## src/rtl/pac_pkg.sv

```systemverilog
package pac_pkg;
  localparam int FIELD_W  = 8;
  localparam int N_FIELDS = 6;
  localparam int N_WAKE   = 4;
  localparam int ADDR_W   = 8;
  localparam int DATA_W   = 32;
  localparam int TIME_W   = FIELD_W * N_FIELDS;

  localparam logic [ADDR_W-1:0] A_STATUS   = 8'h44;
  localparam logic [ADDR_W-1:0] A_INTEN    = 8'h48;
  localparam logic [ADDR_W-1:0] A_ALM_BASE = 8'h80;
  localparam logic [ADDR_W-1:0] A_PWRCTL   = 8'h98;

  localparam int ST_ALARM_BIT = 7;
  localparam int ST_WAKE_BIT  = 1;
  localparam int IE_ALARM_BIT = 4;
  localparam int PC_CTL_BIT   = 16;
endpackage

```

## src/rtl/pac_regs.sv

```systemverilog
module pac_regs
  import pac_pkg::*;
(
  input  logic                clk,
  input  logic                rst_n,
  input  logic                we,
  input  logic [ADDR_W-1:0]   addr,
  input  logic [DATA_W-1:0]   wdata,
  input  logic                set_alarm,
  input  logic                set_wake,
  output logic [TIME_W-1:0]   alarm_time,
  output logic                ctl_on,
  output logic [N_WAKE-1:0]   wake_en,
  output logic [N_WAKE-1:0]   wake_pol,
  output logic                ie_alarm,
  output logic                st_alarm,
  output logic                st_wake
);
  logic unused_wdata_bits;
  assign unused_wdata_bits = ^{wdata[DATA_W-1:PC_CTL_BIT+1], wdata[PC_CTL_BIT-1:2*N_WAKE]};

  for (genvar i = 0; i < N_FIELDS; i++) begin : g_field
    localparam logic [ADDR_W-1:0] FADDR = ADDR_W'(A_ALM_BASE + 4 * i);
    always_ff @(posedge clk) begin
      if (!rst_n)                    alarm_time[i*FIELD_W +: FIELD_W] <= '0;
      else if (we && addr == FADDR)  alarm_time[i*FIELD_W +: FIELD_W] <= wdata[FIELD_W-1:0];
    end
  end

  always_ff @(posedge clk) begin
    if (!rst_n) begin
      ctl_on   <= 1'b0;
      wake_en  <= '0;
      wake_pol <= '1;
      ie_alarm <= 1'b0;
    end else if (we) begin
      if (addr == A_PWRCTL) begin
        ctl_on   <= wdata[PC_CTL_BIT];
        wake_en  <= wdata[N_WAKE-1:0];
        wake_pol <= wdata[2*N_WAKE-1:N_WAKE];
      end
      if (addr == A_INTEN) ie_alarm <= wdata[IE_ALARM_BIT];
    end
  end

  logic clr_alarm, clr_wake;
  assign clr_alarm = we && addr == A_STATUS && wdata[ST_ALARM_BIT];
  assign clr_wake  = we && addr == A_STATUS && wdata[ST_WAKE_BIT];

  always_ff @(posedge clk) begin
    if (!rst_n) begin
      st_alarm <= 1'b0;
      st_wake  <= 1'b0;
    end else begin
      if (set_alarm)      st_alarm <= 1'b1;
      else if (clr_alarm) st_alarm <= 1'b0;
      if (set_wake)       st_wake  <= 1'b1;
      else if (clr_wake)  st_wake  <= 1'b0;
    end
  end
endmodule

```

## src/rtl/pac_alarm_cmp.sv

```systemverilog
module pac_alarm_cmp
  import pac_pkg::*;
(
  input  logic              clk,
  input  logic              rst_n,
  input  logic [TIME_W-1:0] now_time,
  input  logic [TIME_W-1:0] alarm_time,
  output logic              hit
);
  logic [N_FIELDS-1:0] field_eq;
  logic match, match_q;

  for (genvar i = 0; i < N_FIELDS; i++) begin : g_eq
    assign field_eq[i] = now_time[i*FIELD_W +: FIELD_W] == alarm_time[i*FIELD_W +: FIELD_W];
  end
  assign match = &field_eq;

  // match_q resets to 1 so a match already present at reset release is not an edge
  always_ff @(posedge clk) begin
    if (!rst_n) begin
      match_q <= 1'b1;
      hit     <= 1'b0;
    end else begin
      match_q <= match;
      hit     <= match && !match_q;
    end
  end
endmodule

```

## src/rtl/pac_wake.sv

```systemverilog
module pac_wake
  import pac_pkg::*;
(
  input  logic              clk,
  input  logic              rst_n,
  input  logic [N_WAKE-1:0] pin,
  input  logic [N_WAKE-1:0] en,
  input  logic [N_WAKE-1:0] pol,
  output logic              any_wake
);
  logic [N_WAKE-1:0] active;

  for (genvar i = 0; i < N_WAKE; i++) begin : g_pin
    logic s1, s2;
    always_ff @(posedge clk) begin
      if (!rst_n) begin
        s1 <= 1'b0;
        s2 <= 1'b0;
      end else begin
        s1 <= pin[i];
        s2 <= s1;
      end
    end
    // pol = 1: low level is active
    assign active[i] = en[i] && (s2 ^ pol[i]);
  end
  assign any_wake = |active;
endmodule

```

## src/rtl/pwr_alarm_ctl.sv

```systemverilog
module pwr_alarm_ctl
  import pac_pkg::*;
(
  input  logic        clk,
  input  logic        rst_n,
  input  logic        cfg_we,
  input  logic [7:0]  cfg_addr,
  input  logic [31:0] cfg_wdata,
  input  logic [47:0] now_time,
  input  logic [3:0]  wake_pin,
  output logic        pwr_en,
  output logic        alarm2_flag,
  output logic        wake_flag,
  output logic        irq_alarm2
);
  logic [TIME_W-1:0] alarm_time;
  logic [N_WAKE-1:0] wake_en, wake_pol;
  logic pwr_ctl_on, ie_alarm, alarm_hit, any_wake, off_q, set_wake;

  assign set_wake = pwr_ctl_on && off_q && any_wake;

  pac_regs u_regs (
    .clk(clk), .rst_n(rst_n), .we(cfg_we), .addr(cfg_addr), .wdata(cfg_wdata),
    .set_alarm(alarm_hit), .set_wake(set_wake), .alarm_time(alarm_time),
    .ctl_on(pwr_ctl_on), .wake_en(wake_en), .wake_pol(wake_pol),
    .ie_alarm(ie_alarm), .st_alarm(alarm2_flag), .st_wake(wake_flag)
  );

  pac_alarm_cmp u_cmp (
    .clk(clk), .rst_n(rst_n), .now_time(now_time), .alarm_time(alarm_time), .hit(alarm_hit)
  );

  pac_wake u_wake (
    .clk(clk), .rst_n(rst_n), .pin(wake_pin), .en(wake_en), .pol(wake_pol), .any_wake(any_wake)
  );

  always_ff @(posedge clk) begin
    if (!rst_n)                  off_q <= 1'b0;
    else if (!pwr_ctl_on)        off_q <= 1'b0;
    else if (!off_q && alarm_hit) off_q <= 1'b1;
    else if (off_q && any_wake)  off_q <= 1'b0;
  end

  assign pwr_en     = !off_q;
  assign irq_alarm2 = alarm2_flag && ie_alarm;
endmodule

```

## config.mk

```make
export PLATFORM = sky130hd
export DESIGN_NAME = pwr_alarm_ctl
export DESIGN_NICKNAME = d
export VERILOG_FILES = /design/src/rtl/pac_pkg.sv /design/src/rtl/pac_regs.sv /design/src/rtl/pac_alarm_cmp.sv /design/src/rtl/pac_wake.sv /design/src/rtl/pwr_alarm_ctl.sv
export SDC_FILE = /design/constraint.sdc
export NUM_CORES = 1
export LEC_CHECK = 0
export BUFFER_PORTS_ARGS = -buffer_cell sky130_fd_sc_hd__buf_2
export CAP_MARGIN = 20
export CORE_ASPECT_RATIO = 1.4
export CORE_MARGIN = 8
export CORE_UTILIZATION = 51
export DETAILED_ROUTE_END_ITERATION = 6
export GPL_TIMING_DRIVEN = 0
export PLACE_DENSITY = 0.8
export SLEW_MARGIN = 15
export SYNTH_ARGS = -nofsm -noshare
export SYNTH_HDL_FRONTEND = slang
export SYNTH_SLANG_ARGS = --single-unit
```

## constraint.sdc

```tcl
create_clock -name clk -period 1.75 [get_ports clk]
set_clock_uncertainty 0.2 [all_clocks]
set_input_delay 0 -clock clk [delete_from_list [all_inputs] [get_ports clk]]
set_output_delay 0 -clock clk [all_outputs]
set_load 0.01 [all_outputs]
```

==> results of run 1 <==
==> registers in the layout, summed over array words and instances, names as in the netlist <==
signal             cells
u_regs.alarm_time     48
u_regs.wake_en         4
u_regs.wake_pol        4
u_wake.g_pin.s1        4
u_wake.g_pin.s2        4
off_q                  1
u_cmp.hit              1
u_cmp.match_q          1
u_regs.ctl_on          1
u_regs.ie_alarm        1
u_regs.st_alarm        1
u_regs.st_wake         1
==> cells in the mapped netlist (2+ instances only) <==
master,instances
xor2_1,52
mux2i_1,58
nor2b_1,54
nand3_1,2
nand4_1,4
and2_1,9
nor4_1,15
inv_1,2
nand2_1,4
nor2_1,2
nand3b_1,2
buf_2,3
clkbuf_1,7
a21boi_0,2
a22oi_1,2
dfxtp_1,71
o21a_1,2
buf_4,2
==> worst paths after layout <==
check | startpoint | endpoint | slack [ns] | depth (start not counted)
setup / recovery | u_regs.alarm_time[33] | u_cmp.hit | 0.06 | 4
hold / removal | now_time[29] | u_cmp.hit | 0.006 | 5
setup reg to reg | u_regs.alarm_time[33] | u_cmp.hit | 0.06 | 4
hold reg to reg | u_wake.g_pin[2].s1 | u_wake.g_pin[2].s2 | 0.23 | 1
==> final cells by class <==
cell class	count	share of cell area
clock inverter	4	0.0108
sequential	71	0.341
inverter	2	0.00180
tap	72	0.0216
multi-input combinational	221	0.433
buffer	14	0.0195
clock buffer	12	0.0347
timing repair buffer	94	0.138
==> cells in the final DEF, fill, tap and decap left out, types with 2 or more instances in the layout <==
cell / netlist / routed
nor2b_1: 54 / 54
inv_1: 2 / 2
nand3b_1: 2 / 2
xor2_1: 52 / 51
clkinv_2: 0 / 3
nor4_1: 15 / 10
dfxtp_1: 71 / 69
buf_4: 2 / 2
o21a_1: 2 / 2
buf_2: 3 / 76
nand2_1: 4 / 4
dfxtp_2: 0 / 2
clkbuf_8: 1 / 11
clkbuf_1: 7 / 9
mux2i_1: 58 / 58
nor4_2: 0 / 4
dlygate4sd3_1: 0 / 21
a22oi_1: 2 / 2
nand4_1: 4 / 4
and2_1: 9 / 9
a21boi_0: 2 / 2
nor2_1: 2 / 2
==> critical path, delay by kind of cell (launching register included) <==
| family | cells | cell delay (ns) |
|---|---|---|
| flip-flops | 1 | 0.32 |
| AND/OR/NAND/NOR | 3 | 0.88 |
| XOR/XNOR | 1 | 0.17 |
==> power by group <==
part	leakage (uW)	internal, uW	switching (uW)	total (uW)
sequential	0.000575	1630	3.94	1630
clock	0.000100	691	578	1270
combinational	0.00131	154	133	286
==> stage by stage <==
stage          utilization  area (sq um)
2_1_floorplan            -          3270
3_3_place_gp         0.599          3720
3_5_place_dp         0.599          3720
4_1_cts              0.665          4130
5_1_grt              0.673          4180
6_report             0.673          4180
==> repair_timing <==
item / in CTS / in global routing
resized for setup: 3 / 7
endpoints found under the setup margin: 2 / 3
hold endpoints to repair: 65 / 1
hold buffers: 20 / 1
pin swaps: 3 / 6
==> kinds of logic (layout without fill, tap and decap cells) <==
logic type                after synthesis  count (layout)  share of synthesized area
AOI/OAI and AO/OA                      10              10                     0.0222
xor gates and xnor gates               52              52                      0.139
buffers and inverters                  16             126                     0.0272
DFF                                    71              71                      0.435
muxes                                  58              58                      0.178
and+or+nand+nor                       101             101                      0.198
==> routing by layer <==
layer / vias up / track usage
met5: - / 0
met4: 0 / 0.0532
met3: 11 / 0.0515
met2: 40 / 0.343
met1: 1193 / 0.179
li1: 1263 / -
==> out/results.tsv, run 1 <==
metric	value	unit
outcome	finished, final reports clean	
vias	2507	
dp_slack	-0.244	ns
path_clk_slew	0.08	ns
netlist_top_cells_area	dfxtp_1, mux2i_1, xor2_1	
avgSynthCellArea	10.6	sq um
ir_worst_vdd	0.631	mV
powerDensity	762	nW/um^2
period_minus_slack	1.69	ns
wl_met3	260	microns
crit_slowest_cell	nor4_2	
crit_path_max_fanout	2	
worstPathCellList	xor2_1, nor4_2, nand4_1, nor4_2	
min_path_type	input pin to register	
setup_viol	0	
wl	8380	microns
whs	0.00567	ns
dp.cells	453	
grt_start_max_net_pins	12	
post_drt_via_cell_ratio	5.12	
drc	0	
total_power	3190	uW
cts_tree	built	
fin_nets	508	
yosysSeqAreaShare	0.435	
dieArea	9260	sq um
grt_pass1_wl	13300	microns
synthFlopType	dfxtp_1	
fin_cells	490	
htreeDepth	3	
ios	99	
leakage	0.00199	uW
overflow	0	
synth_top_area_share	0.435	
synthDistinctLibCells	33	
worst_setup_path_end_kind	register	
slew_headroom	0.539	
ant_nets	0	
yosysTopAreaCell	dfxtp_1	
setup_ws	0.0626	ns
async_flop_share	0	
cap_viol_max_count	0	
cp_data_required_time	1.78	ns
rsz0062_at_grt	no	
syn_area	3270	sq um
antenna_found_initial	0	
fillerInstances	516	
multi_input_area	1810	sq um
ctsRootBufferMaster	clkbuf_8	
start_util	0.526	
drive_gt1_frac	0.251	
cts_setup_buffers	0	
crit_top_cell	nor4_2	
port_buffers	73	
max_stage_delay	0.37	ns
antenna_cells	0	
highest_layer	met4	
period_share	0.964	
grt_pass1_vias	2699	
tns	0	ns
cts-buffers-inserted	9	
wl_met2	4690	microns
synthCells	308	
synth_nets	403	
ys_warn_count	0	
grt_usage	0.180	
wl_per_cell	17.1	microns
synth_edf_count	0	
max_freq	593	MHz
dieWidth	83.6	microns
gp_congestion	0.837	
area_growth_syn_to_layout	27.9	%
clock_sinks	71	
dp.final_hpwl	6000	microns
critPathArrivalTime	1.72	ns
cp-start-kind	register	
first_iter_violations	108	
rows	34	
insertion_delay	0.34	ns
wl_met1	3310	microns
hold_viol	0	
cts-root-to-sink-buffers	2	
die-height	111	microns
worst_pin_slew	0.689	ns
core-area	6210	sq um
slew_viol_final	0	
synth_seq_cells	71	
regArea	1420	sq um
firstDrtPassIters	4	
crit_type	register to register	
No activity file was read; power rests on OpenSTA's default activity.
==> inputs of run 2 (changes only) <==
- SLEW_MARGIN: 15 -> 30
- clock period: 1.75 -> 1.6 ns (I/O delays scaled with it)
==> out/results.tsv, run 2 (synthesis gave the netlist of run 1 again) <==
metric	value	unit
path_delay_family	simple AND/OR/NAND/NOR gates	
violations	negative hold slack, negative setup slack	
antenna_cells	0	
rows	34	
placed_cell_area	3720	sq um
firstDrtPassIters	4	
antenna_found_initial	0	
cts_tree	built	
ctsRootBufferMaster	clkbuf_8	
leakage	0.00198	uW
layout_commonest_cell	buf_2	
ir_worst_vdd	0.687	mV
cp_num_buf_inv	0	
wl_per_cell	17.2	microns
setup_viol	2	
htreeDepth	3	
r2r_slack	-0.07	ns
die-height	111	microns
dieWidth	83.6	microns
crit_cells	4	
slew_viol_final	0	
fin_cells	489	
overflow	0	
cp_data_required_time	1.63	ns
whs	-0.00362	ns
period_minus_slack	1.67	ns
cts_setup_buffers	0	
cts-root-to-sink-buffers	2	
endpoint	u_cmp.hit	
regMostFlops	u_regs.alarm_time	
grt_usage	0.180	
setup_ws	-0.0718	ns
drive_gt1_frac	0.273	
clock_sinks	71	
ant_nets	0	
crit_path_max_fanout	2	
worst_pin_slew	0.694	ns
outcome	finished, violations left	
cts-buffers-inserted	9	
gp_congestion	0.837	
start_util	0.526	
layout_common_cells	buf_2, dfxtp_1, mux2i_1	
tns	-0.0777	ns
grt_pass1_wl	13300	microns
core-area	6210	sq um
cap_viol_max_count	0	
vias	2510	
max_stage_delay	0.33	ns
powerDensity	831	nW/um^2
dp.cells	453	
path_clk_slew	0.07	ns
area_growth_syn_to_layout	28.5	%
crit_slowest_cell	nor4_2	
grt_pass1_vias	2687	
grt_start_max_net_pins	12	
first_iter_violations	113	
worst-r2r-cell-count	4	
slew_headroom	0.536	
dp.final_hpwl	6000	microns
post_drt_via_cell_ratio	5.13	
largest_register_ff_count	48	
cp-start-kind	register	
r2r-start	u_regs.alarm_time[31]	
wl	8410	microns
insertion_delay	0.34	ns
design_area	4200	sq um
ios	99	
hold_viol	1	
fin_nets	507	
crit_type	register to register	
crit_top_cell	nor4_2	
worstPathCellList	xor2_1, nor4_2, nand4_1, nor4_2	
max_freq	598	MHz
period_share	1.04	
min_path_type	input pin to register	
timing.rr.end	u_cmp.hit	
worstSetupStartpoint	u_regs.alarm_time[31]	
rsz0062_at_grt	yes	
port_buffers	73	
worst_setup_path_end_kind	register	
drc	0	
dieArea	9260	sq um
total_power	3490	uW
critPathArrivalTime	1.71	ns
[run 2: cell types whose count changed in the layout (fill, tap and decap cells not counted)]
cell,before,now
nor4_2,4,5
dfxtp_1,69,63
dlygate4sd3_1,21,20
nor4_1,10,9
xor2_1,51,49
xor2_2,1,3
dfxtp_2,2,8
[run 2: how the worst min path moves through the flow]
stage	startpoint	cells past startpoint	to	slack, ns
floorplan	wake_pin[0]	1	u_wake.g_pin[0].s1	-0.07
global placement	wake_pin[1]	2	u_wake.g_pin[1].s1	0.005
detailed placement	wake_pin[0]	2	u_wake.g_pin[0].s1	0.01
CTS	now_time[36]	5	u_cmp.hit	0.001
global route	now_time[20]	5	u_cmp.hit	0.002
finish	now_time[43]	5	u_cmp.hit	-0.004
[run 2: power by group]
part,internal (uW),total (uW),leakage [uW],switching (uW)
combinational,168,315,0.00131,147
clock,756,1390,0.000100,633
sequential,1780,1780,0.000578,4.25
[run 2: layout make-up]
type	instances	area, sq um
Clock inverter	4	45.0
Multi-Input combinational cell	221	1830
Clock buffer	12	145
Tap cell	72	90.1
Sequential cell	71	1430
Timing Repair Buffer	93	566
Inverter	2	7.51
Fill cell	516	2010
Buffer	14	81.3
[run 2: what timing repair did]
action | in CTS | in global routing
resized for setup | 10 | 9
hold buffers | 20 | 0
setup endpoints to repair | 7 | 2
endpoints found under the hold margin | 65 | 0
pin swaps | 7 | 14
[run 2: through the flow]
| stage | worst slack (ns) | utilization |
|---|---|---|
| 5_1_grt | -0.127 | 0.676 |
| 6_report | -0.0718 | 0.676 |
| 4_1_cts | -0.0980 | 0.669 |
| 3_3_place_gp | -0.443 | 0.599 |
| 2_1_floorplan | 0.110 | - |
| 3_5_place_dp | -0.394 | 0.599 |
[run 2: routing by layer]
layer | vias up | global-route usage | wire length [microns]
li1 | 1259 | - | -
met1 | 1197 | 0.179 | 3300
met2 | 40 | 0.345 | 4740
met3 | 14 | 0.0515 | 264
met4 | 0 | 0.0486 | 108
met5 | - | 0 | 0
[run 2: worst min-delay path: cells and delay by family]
family                    cells  cell delay, ns
xor gates and xnor gates      1            0.13
buffers and inverters         1            0.08
and+or+nand+nor               3            0.27
